==> config.mk <==
export PLATFORM = sky130hd
export DESIGN_NAME = cmd_byte_target
export DESIGN_NICKNAME = d
export VERILOG_FILES = /design/src/rtl/cbt_pkg.sv /design/src/rtl/cbt_sync.sv /design/src/rtl/cbt_bus_watch.sv /design/src/rtl/cbt_frame_fsm.sv /design/src/rtl/cbt_cmd_apply.sv /design/src/rtl/cmd_byte_target.sv
export SDC_FILE = /design/constraint.sdc
export NUM_CORES = 1
export LEC_CHECK = 0
export BUFFER_PORTS_ARGS = -buffer_cell sky130_fd_sc_hd__buf_2
export CAP_MARGIN = 10
export CELL_PAD_IN_SITES_DETAIL_PLACEMENT = 1
export CELL_PAD_IN_SITES_GLOBAL_PLACEMENT = 2
export CORE_MARGIN = 2
export CORE_UTILIZATION = 33
export CTS_CLUSTER_DIAMETER = 120
export DETAILED_ROUTE_END_ITERATION = 6
export GPL_ROUTABILITY_DRIVEN = 0
export PLACE_DENSITY_LB_ADDON = 0.25
export SETUP_SLACK_MARGIN = 0.4
export SLEW_MARGIN = 20
export SYNTH_ARGS = -nofsm -noshare
export SYNTH_HDL_FRONTEND = slang
export SYNTH_SLANG_ARGS = --single-unit
==> constraint.sdc <==
create_clock -name clk -period 2.45 [get_ports clk]
set_clock_uncertainty 0.05 [all_clocks]
set_input_delay 0.245 -clock clk [delete_from_list [all_inputs] [get_ports clk]]
set_output_delay 0.245 -clock clk [all_outputs]
set_load 0.03 [all_outputs]
==> src/rtl/cbt_pkg.sv <==
package cbt_pkg;

   localparam int BYTE_W = 8;
   localparam int OP_W   = 2;
   localparam int ARG_W  = 6;

   typedef enum logic [OP_W-1:0] {
      OP_LOAD = 2'b00,
      OP_MODE = 2'b01,
      OP_RSVD = 2'b10,
      OP_STEP = 2'b11
   } opcode_e;

   localparam logic [ARG_W-1:0] ARG_FILTERLESS = 6'd0;
   localparam logic [ARG_W-1:0] ARG_PWM        = 6'd1;
   localparam logic [ARG_W-1:0] ARG_UP         = 6'd4;
   localparam logic [ARG_W-1:0] ARG_DOWN       = 6'd5;

   typedef enum logic [2:0] {
      FS_IDLE,
      FS_ADDR,
      FS_ADDR_ACK,
      FS_DATA,
      FS_DATA_ACK,
      FS_IGNORE
   } fstate_e;

endpackage

==> src/rtl/cbt_sync.sv <==
module cbt_sync #(
   parameter int   STAGES    = 2,
   parameter logic RESET_VAL = 1'b1
) (
   input  logic clk,
   input  logic rst_n,
   input  logic d,
   output logic q
);

   if (STAGES < 2) begin : g_bad_stages
      $error("cbt_sync: STAGES must be at least 2");
   end

   logic [STAGES-1:0] chain;

   always_ff @(posedge clk or negedge rst_n) begin
      if (!rst_n) chain <= {STAGES{RESET_VAL}};
      else        chain <= {chain[STAGES-2:0], d};
   end

   assign q = chain[STAGES-1];

endmodule

==> src/rtl/cbt_bus_watch.sv <==
module cbt_bus_watch (
   input  logic clk,
   input  logic rst_n,
   input  logic scl_s,
   input  logic sda_s,
   output logic start_det,
   output logic stop_det,
   output logic scl_rise,
   output logic scl_fall
);

   logic scl_p, sda_p;

   always_ff @(posedge clk or negedge rst_n) begin
      if (!rst_n) begin
         scl_p <= 1'b1;
         sda_p <= 1'b1;
      end else begin
         scl_p <= scl_s;
         sda_p <= sda_s;
      end
   end

   // Data edges while the clock stays high mark frame boundaries.
   assign start_det = scl_p & scl_s &  sda_p & ~sda_s;
   assign stop_det  = scl_p & scl_s & ~sda_p &  sda_s;
   assign scl_rise  = ~scl_p &  scl_s;
   assign scl_fall  =  scl_p & ~scl_s;

endmodule

==> src/rtl/cbt_frame_fsm.sv <==
module cbt_frame_fsm
   import cbt_pkg::*;
#(
   parameter int ADDR_W = 7
) (
   input  logic              clk,
   input  logic              rst_n,
   input  logic [ADDR_W-1:0] own_addr,
   input  logic              sda_s,
   input  logic              start_det,
   input  logic              stop_det,
   input  logic              scl_rise,
   input  logic              scl_fall,
   output logic              sda_pull,
   output logic              cmd_valid,
   output logic [BYTE_W-1:0] cmd_byte,
   output logic              ignoring
);

   localparam int CNT_W = $clog2(BYTE_W + 1);
   localparam logic [CNT_W-1:0] FULL = CNT_W'(BYTE_W);

   fstate_e           state;
   logic [CNT_W-1:0]  bit_cnt;
   logic [BYTE_W-1:0] shreg;
   logic              addr_hit;

   assign addr_hit = (shreg[BYTE_W-1:1] == own_addr) && !shreg[0];

   always_ff @(posedge clk or negedge rst_n) begin
      if (!rst_n) begin
         state     <= FS_IDLE;
         bit_cnt   <= '0;
         shreg     <= '0;
         sda_pull  <= 1'b0;
         cmd_valid <= 1'b0;
      end else begin
         cmd_valid <= 1'b0;
         if (start_det) begin
            state    <= FS_ADDR;
            bit_cnt  <= '0;
            sda_pull <= 1'b0;
         end else if (stop_det) begin
            state    <= FS_IDLE;
            bit_cnt  <= '0;
            sda_pull <= 1'b0;
         end else begin
            unique case (state)
               FS_ADDR, FS_DATA: begin
                  if (scl_rise && bit_cnt != FULL) begin
                     shreg   <= {shreg[BYTE_W-2:0], sda_s};
                     bit_cnt <= bit_cnt + 1'b1;
                  end else if (scl_fall && bit_cnt == FULL) begin
                     bit_cnt <= '0;
                     if (state == FS_DATA) begin
                        state    <= FS_DATA_ACK;
                        sda_pull <= 1'b1;
                     end else if (addr_hit) begin
                        state    <= FS_ADDR_ACK;
                        sda_pull <= 1'b1;
                     end else begin
                        state <= FS_IGNORE;
                     end
                  end
               end
               FS_ADDR_ACK: begin
                  if (scl_fall) begin
                     state    <= FS_DATA;
                     sda_pull <= 1'b0;
                  end
               end
               FS_DATA_ACK: begin
                  if (scl_fall) begin
                     state     <= FS_IGNORE;
                     sda_pull  <= 1'b0;
                     cmd_valid <= 1'b1;
                  end
               end
               default: ;
            endcase
         end
      end
   end

   assign cmd_byte = shreg;
   assign ignoring = (state == FS_IGNORE);

endmodule

==> src/rtl/cbt_cmd_apply.sv <==
module cbt_cmd_apply
   import cbt_pkg::*;
#(
   parameter int VOL_W = 6
) (
   input  logic              clk,
   input  logic              rst_n,
   input  logic              cmd_valid,
   input  logic [BYTE_W-1:0] cmd_byte,
   output logic [VOL_W-1:0]  volume,
   output logic              pwm_mode
);

   localparam logic [VOL_W-1:0] VOL_MAX = {VOL_W{1'b1}};

   opcode_e          op;
   logic [ARG_W-1:0] arg;
   logic [VOL_W-1:0] vol_nxt;
   logic             mode_nxt;

   assign op  = opcode_e'(cmd_byte[BYTE_W-1 -: OP_W]);
   assign arg = cmd_byte[ARG_W-1:0];

   always_comb begin
      vol_nxt  = volume;
      mode_nxt = pwm_mode;
      unique case (op)
         OP_LOAD: vol_nxt = VOL_W'(arg);
         OP_MODE: begin
            if (arg == ARG_FILTERLESS) mode_nxt = 1'b0;
            else if (arg == ARG_PWM)   mode_nxt = 1'b1;
         end
         OP_STEP: begin
            if (arg == ARG_UP && volume != VOL_MAX)
               vol_nxt = volume + VOL_W'(1);
            else if (arg == ARG_DOWN && volume != '0)
               vol_nxt = volume - VOL_W'(1);
         end
         default: ;
      endcase
   end

   always_ff @(posedge clk or negedge rst_n) begin
      if (!rst_n) begin
         volume   <= '0;
         pwm_mode <= 1'b0;
      end else if (cmd_valid) begin
         volume   <= vol_nxt;
         pwm_mode <= mode_nxt;
      end
   end

endmodule

==> src/rtl/cmd_byte_target.sv <==
module cmd_byte_target
   import cbt_pkg::*;
#(
   parameter int ADDR_W      = 7,
   parameter int VOL_W       = 6,
   parameter int SYNC_STAGES = 2
) (
   input  logic              clk,
   input  logic              rst_n,
   input  logic [ADDR_W-1:0] own_addr,
   input  logic              scl_in,
   input  logic              sda_in,
   output logic              sda_pull,
   output logic [VOL_W-1:0]  volume,
   output logic              pwm_mode
);

   if (ADDR_W != BYTE_W - 1) begin : g_bad_addr
      $error("cmd_byte_target: ADDR_W must be 7");
   end
   if (VOL_W != ARG_W) begin : g_bad_vol
      $error("cmd_byte_target: VOL_W must equal the argument width");
   end

   logic              scl_s, sda_s;
   logic              start_det, stop_det, scl_rise, scl_fall;
   logic              cmd_valid;
   logic [BYTE_W-1:0] cmd_byte;
   logic              ignoring;

   cbt_sync #(.STAGES(SYNC_STAGES), .RESET_VAL(1'b1)) u_sync_scl (
      .clk(clk), .rst_n(rst_n), .d(scl_in), .q(scl_s)
   );

   cbt_sync #(.STAGES(SYNC_STAGES), .RESET_VAL(1'b1)) u_sync_sda (
      .clk(clk), .rst_n(rst_n), .d(sda_in), .q(sda_s)
   );

   cbt_bus_watch u_watch (
      .clk(clk), .rst_n(rst_n), .scl_s(scl_s), .sda_s(sda_s),
      .start_det(start_det), .stop_det(stop_det),
      .scl_rise(scl_rise), .scl_fall(scl_fall)
   );

   cbt_frame_fsm #(.ADDR_W(ADDR_W)) u_fsm (
      .clk(clk), .rst_n(rst_n), .own_addr(own_addr), .sda_s(sda_s),
      .start_det(start_det), .stop_det(stop_det),
      .scl_rise(scl_rise), .scl_fall(scl_fall),
      .sda_pull(sda_pull), .cmd_valid(cmd_valid),
      .cmd_byte(cmd_byte), .ignoring(ignoring)
   );

   cbt_cmd_apply #(.VOL_W(VOL_W)) u_apply (
      .clk(clk), .rst_n(rst_n), .cmd_valid(cmd_valid), .cmd_byte(cmd_byte),
      .volume(volume), .pwm_mode(pwm_mode)
   );

endmodule

# Word level (Yosys, flattened, before mapping)
# Cells that the tools add are included.
[op_classes]
n_addsub = 3
mul = 0
div = 0
magnitude_cmp = 0
n_eq_ne = 20
shifts = 0
muxes = 31
bitwise = 13
n_reduce_logical = 23
[op_table]
columns = ["cell", "n"]
rows = [
  ["$mux W3", 8],
  ["$mux W4", 5],
  ["$mux W1", 13],
  ["$eq A6 B3 Y1 const B", 2],
  ["$mux W6", 2],
  ["$ne A4 B3 Y1 const B", 3],
  ["$pmux W6 S2", 1],
  ["$reduce_and A5 Y1", 2],
  ["$pmux W3 S3", 1],
  ["$ne A4 B4 Y1 const B", 2],
  ["$reduce_bool A4 Y1", 2],
  ["$and A1 B1 Y1", 7],
  ["$eq A7 B7 Y1", 1],
  ["$add A6 B1 Y6 const B", 1],
  ["$eq A3 B2 Y1 const B", 2],
  ["$eq A6 B1 Y1 const B", 1],
  ["$logic_not A6 Y1", 1],
  ["$ne A6 B6 Y1 const B", 1],
  ["$not A1 Y1", 6],
  ["$reduce_and A3 Y1", 2],
  ["$reduce_bool A6 Y1", 1],
  ["$sub A6 B1 Y6 const B", 1],
  ["$logic_and A1 B1 Y1", 5],
  ["$ne A5 B3 Y1 const B", 1],
  ["other kinds (17)", 19],
]
[totals]
ff_bits = 30
latch_bits = 0
ramBits = 0
rom_bits = 0
in_bits = 11
out_inout_bits = 8
elab_cells = 101
n_memories = 0

# Depth between registers and ports, before layout
[depth]
word_depth = 9
depth_mapped = 10
depth_no_buf = 10

# Modules after synthesis
# Synthesis repeated with hierarchy kept, for this count alone.
[unflattened]
cells_unflattened = 163
hier_area_um2 = 1757.9
[by_module_without_submodules]
columns = ["mod", "instances", "cells_per_inst", "area_per_inst_um2", "seq_area_each_um2"]
rows = [
  ["cbt_frame_fsm", 1, 87, 968.4, 425.4],
  ["cbt_cmd_apply", 1, 66, 596.8, 175.2],
  ["cbt_sync", 2, 2, 52.6, 52.6],
  ["cbt_bus_watch", 1, 6, 87.6, 52.6],
]

# Worst setup path after synthesis
# OpenSTA, ideal clock, no wires.
[synth_timing]
kind = "reg2reg"
startpoint = "reg u_fsm.shreg[1], in the netlist u_fsm.cmd_byte[1]"
endpoint = "reg u_apply.volume[5]"
setup_ns = 0.086
t_arrival_ns = 2.328
required_ns = 2.314
path_slack_ns = -0.014
stages_incl_launch_ff = 10
n_path_buf = 0
synth_period_minus_slack_ns = 2.464
cell_sequence = "dfrtp_1 nor4_4 and3_2 nand2b_1 ha_1 o21ai_0 o21a_1 or2_2 and4b_2 nor3_1"
[synth_via]
elab_chain_cells = 4
elab_cells_between_ends = 8
classes_between = "eq/ne (3); mux (2); reduce/logical (3)"
[synth_rtl]
columns = ["item", "line", "source"]
rows = [
  ["start: declaration", "cbt_frame_fsm.sv:25", "logic [BYTE_W-1:0] shreg;"],
  ["start signal: assignment", "cbt_frame_fsm.sv:51", "shreg <= {shreg[BYTE_W-2:0], sda_s};"],
  ["$eq A6 B3 Y1 (on tied branches)", "cbt_cmd_apply.sv:36, cbt_cmd_apply.sv:34", ""],
  ["$logic_and A1 B1 Y1 (on tied branches)", "cbt_cmd_apply.sv:36, cbt_cmd_apply.sv:34", ""],
  ["$ne A3 B1 Y1 (no line) or $mux W6 (tied branches)", "n/a", ""],
  ["$reduce_and A3 Y1 (no line) or $pmux W6 S2 (tied branches)", "n/a", ""],
  ["end signal: assignment", "cbt_cmd_apply.sv:48", "volume <= vol_nxt;"],
  ["end: declaration", "cbt_cmd_apply.sv:10", "output logic [VOL_W-1:0] volume,"],
]
# Several ways; a longest one is shown, not always the timed one.
# A chain may end at the register's enable or synchronous reset.

# Final worst setup path
[layout_timing]
startpoint = "reg u_fsm.shreg[5], in the netlist u_fsm.cmd_byte[5]"
endpoint = "reg u_apply.volume[5]"
# Same word-level chain as after synthesis.

==> run summary <==
The run finished, with violations left. The final reports fail on setup timing. Wire length of the first global-routing pass: 8528 µm. The logs give 2.975 mW for the total power consumption of the routed design and 26 for the number of cell rows. The floorplan step defined a die boundary enclosing 5979 µm². DRC violation total after the first TritonRoute iteration: 91. Startpoint type of the worst setup path: a flop.

The sequential cells in the finished layout cover a total of 765.7 µm². The transition time at the pin with the least slew margin came out at 0.6902 ns. The fraction of registers with async set or reset after synthesis is 100.0%, and the count of nets after finishing is 255. Yosys mapped a number of flops with a built-in enable equal to 0.

The logs give 1605 for the number of vias in the routed layout and -0.01324 ns for the final setup slack of the worst path. Counting along the longest clock path gives a buffer depth of 2. The synthesized netlist contains 43 unique library cells. For the final wirelength, the log shows 5226 µm. The commonest non-fill, non-tap cell in the layout is sky130_fd_sc_hd__buf_4. The routed wire length per instance was 17.08 µm; the detailed-route vias per instance was 5.245. The number of inserted filler cells in the final layout was 611; the number of buffers and inverters on the critical path was 1. When the netlist entered floorplanning its net count stood at 200.

The largest individual stage delay along the critical path comes from the cell sky130_fd_sc_hd__dfrtp_1. Relative to the synthesized area, the layout overhead comes to 38.79%. Across the run, the number of max-cap violations was 0. The die is 77.33 µm wide. In this run the number of H-tree levels came out at 2.

Type of element capturing the critical path: a flop. Cells fill 47.91% of the core in the end. Counting the buffers created by CTS gives 5. The initial antenna violation count was 0; the data required time at the worst endpoint was 2.59 ns. The worst pin sits at a relative slew slack of 53.99%.

The total power per unit cell area is 1208 nW/µm². Counting every sink on the clock net gives 30. The average cell area after synthesis came out at 9.857 µm². The share of synthesized area in the top cell type comes to 33.85%. In this run the static leakage power is 1.055 nW.

IR analysis of the VDD net gives a maximum drop of 433.8 µV. The cell count after synthesis came out at 180. The number of antenna diodes in the final layout is 0. By area the synthesized netlist is led by sky130_fd_sc_hd__dfrtp_1 (34%), sky130_fd_sc_hd__dfstp_2 (8.9%), sky130_fd_sc_hd__ha_1 (5.6%). The total area of multi-input combinational cells came out at 1115 µm². The number of global-route vias before repair is 1728. Traced cell by cell, the critical path runs through nor4_4 > and3_4 > nand2b_4 > buf_4 > ha_4 > a211oi_2 > o21a_1 > or2_4 > and4b_2 > nor3_2. The logs give 0.27 ns for the clock network latency to the later pin of the worst-skew pair and 406.0 MHz for the achievable frequency.

In this run the remaining antenna-violating nets after routing total 0. For the number of endpoints with negative hold slack in the final report, the log shows 0. The number of port buffers was 18; the placed instance count was 277. The critical path class is reg -> reg. The Yosys step of the flow raised 0 warnings. The tools report the cell area after technology mapping as 1774 µm². Among all flip-flop cells after synthesis, the most frequent one is sky130_fd_sc_hd__dfrtp_1. In the layout the commonest cells are sky130_fd_sc_hd__buf_4 (29), sky130_fd_sc_hd__buf_2 (18), sky130_fd_sc_hd__dfrtp_1 (18). Max-slew violation count: 0.

The root cell of the clock tree was sky130_fd_sc_hd__clkbuf_8. The final standard cell count with taps included and fillers excluded was 306; the delay contributed by the slowest stage of the critical path was 0.40 ns. The pre-antenna-repair detailed-routing pass consisted of 4 iterations. TritonCTS built the clock tree. Entering global routing, the biggest net connects 31 pins. Counting flops and latches in the post-synthesis netlist gives 30. After clock tree synthesis, the clock-pin slew on the worst setup and hold paths is 0.06 ns. The initial utilization of the core area, before any placement, comes to 34.52%.

Cells with a size suffix above 1 make up 44.49% of the layout. The share of the clock period used by the worst path after layout is 100.5%, and the number of primary I/O pins is 19. The largest fanout on the critical path was 6; the fraction of the yosys area taken by sequential cells was 42.74%. The arrival time reported for the critical path endpoint came out at 2.60 ns. Setup repair after global routing could not meet its margin everywhere. In this run the vertical extent of the chip is 77.33 µm. The combined global-route utilization of all metal layers came out at 17.95%. After global routing the overflow that remains totals 0. The cell type contributing the most total cell area after synthesis was sky130_fd_sc_hd__dfrtp_1. The core region is 5140 µm². Detailed placement ended at an HPWL of 3544 µm.

Broken down by cell family, the worst path's largest delay share belongs to simple AND/OR/NAND/NOR gates. Final critical delay including setup and external delays: 2.463 ns. In the routed design, unresolved DRC markers number 0.

The min-delay analysis places its worst path in the category in -> reg. For the count of final setup violators, the log shows 1. Before CTS, the worst setup slack after placement is -0.007866 ns.
area by class of cell:
cell class,instances,area share [%]
sequential,30,31.10
multi-input combinational,135,45.27
tap,70,3.557
inverter,11,1.677
clock buffer,7,3.506
clock inverter,1,0.2033
timing repair buffer,52,14.68
sequential cells by signal, indices dropped and copies added, names as in the netlist:
signal,count
u_watch.scl_p,1
u_apply.pwm_mode,1
u_fsm.state,3
u_fsm.bit_cnt,4
u_sync_sda.chain,2
u_fsm.cmd_valid,1
u_fsm.sda_pull,1
u_watch.sda_p,1
u_apply.volume,6
u_fsm.cmd_byte,8
u_sync_scl.chain,2
cell families after synthesis:
family / after synthesis / share of synthesized area, %
buf+inv: 15 / 3.597
compound gates: 40 / 14.39
flops: 30 / 42.74
mux: 11 / 6.700
fa+ha+maj: 9 / 6.770
simple gates: 64 / 20.38
xor+xnor: 11 / 5.431
what timing repair did:
item                       4_1_cts  5_1_grt
cloned                           0        0
hold buffers                     1        1
gates resized for setup          8       17
hold endpoints to repair        24        1
setup buffers                   11        8
setup endpoints to repair        6       13
pin swaps                        9        9
synthesized netlist by cell type, types with 3 or more instances:
master	instances
sky130_fd_sc_hd__nand3b_1	4
sky130_fd_sc_hd__xnor2_1	9
sky130_fd_sc_hd__dfstp_2	6
sky130_fd_sc_hd__nor4_1	3
sky130_fd_sc_hd__nand2_1	18
sky130_fd_sc_hd__a21oi_1	9
sky130_fd_sc_hd__a21o_1	3
sky130_fd_sc_hd__dfrtp_1	24
sky130_fd_sc_hd__mux2_2	7
sky130_fd_sc_hd__nand2b_1	9
sky130_fd_sc_hd__inv_1	11
sky130_fd_sc_hd__mux2i_1	4
sky130_fd_sc_hd__o22ai_1	4
sky130_fd_sc_hd__nor3_1	4
sky130_fd_sc_hd__nor2b_1	3
sky130_fd_sc_hd__o21ai_0	11
sky130_fd_sc_hd__nor2_1	7
sky130_fd_sc_hd__clkbuf_1	3
sky130_fd_sc_hd__nand3_1	3
sky130_fd_sc_hd__ha_1	8
worst paths after layout:
kind	start	cells after the start	slack (ns)	endpoint
max	u_fsm.cmd_byte[5]	10	-0.01	u_apply.volume[5]
min	sda_in	1	0.02	u_sync_sda.chain[0]
max reg2reg	u_fsm.cmd_byte[5]	10	-0.01	u_apply.volume[5]
min reg2reg	u_sync_sda.chain[0]	0	0.31	u_sync_sda.chain[1]
max in group asynchronous	rst_n	2	1.36	u_apply.volume[2]
min in group asynchronous	rst_n	2	0.49	u_fsm.cmd_byte[7]
worst reg2reg max path, cell delays in order (launching register included):
cell                       delay, ns
sky130_fd_sc_hd__dfrtp_1        0.40
sky130_fd_sc_hd__nor4_4         0.29
sky130_fd_sc_hd__and3_4         0.24
sky130_fd_sc_hd__nand2b_4       0.10
sky130_fd_sc_hd__buf_4          0.16
sky130_fd_sc_hd__ha_4           0.26
sky130_fd_sc_hd__a211oi_2       0.06
sky130_fd_sc_hd__o21a_1         0.21
sky130_fd_sc_hd__or2_4          0.28
sky130_fd_sc_hd__and4b_2        0.22
sky130_fd_sc_hd__nor3_2         0.11
power by group:
group          switching [mW]  internal, mW
Sequential              0.157         0.648
Clock                   0.181         0.226
Combinational           0.877         0.886
routing by layer:
metal	track usage [%]	wire (µm)
met4	3.393	29
met2	30.35	2634
met3	4.471	170
met5	0	0
met1	23.37	2391
through the flow:
step | hold WS (ns) | cell area [µm²] | setup TNS (ns)
floorplan | -0.1006 | 1837 | 0
global placement | 0.2672 | 2088 | 0
detailed placement | 0.2833 | 2088 | -0.007866
CTS | 0.004963 | 2303 | 0
global route | 0.001580 | 2462 | -0.2189
finish | 0.02099 | 2462 | -0.01324
Power figures use the tool's default switching activity.
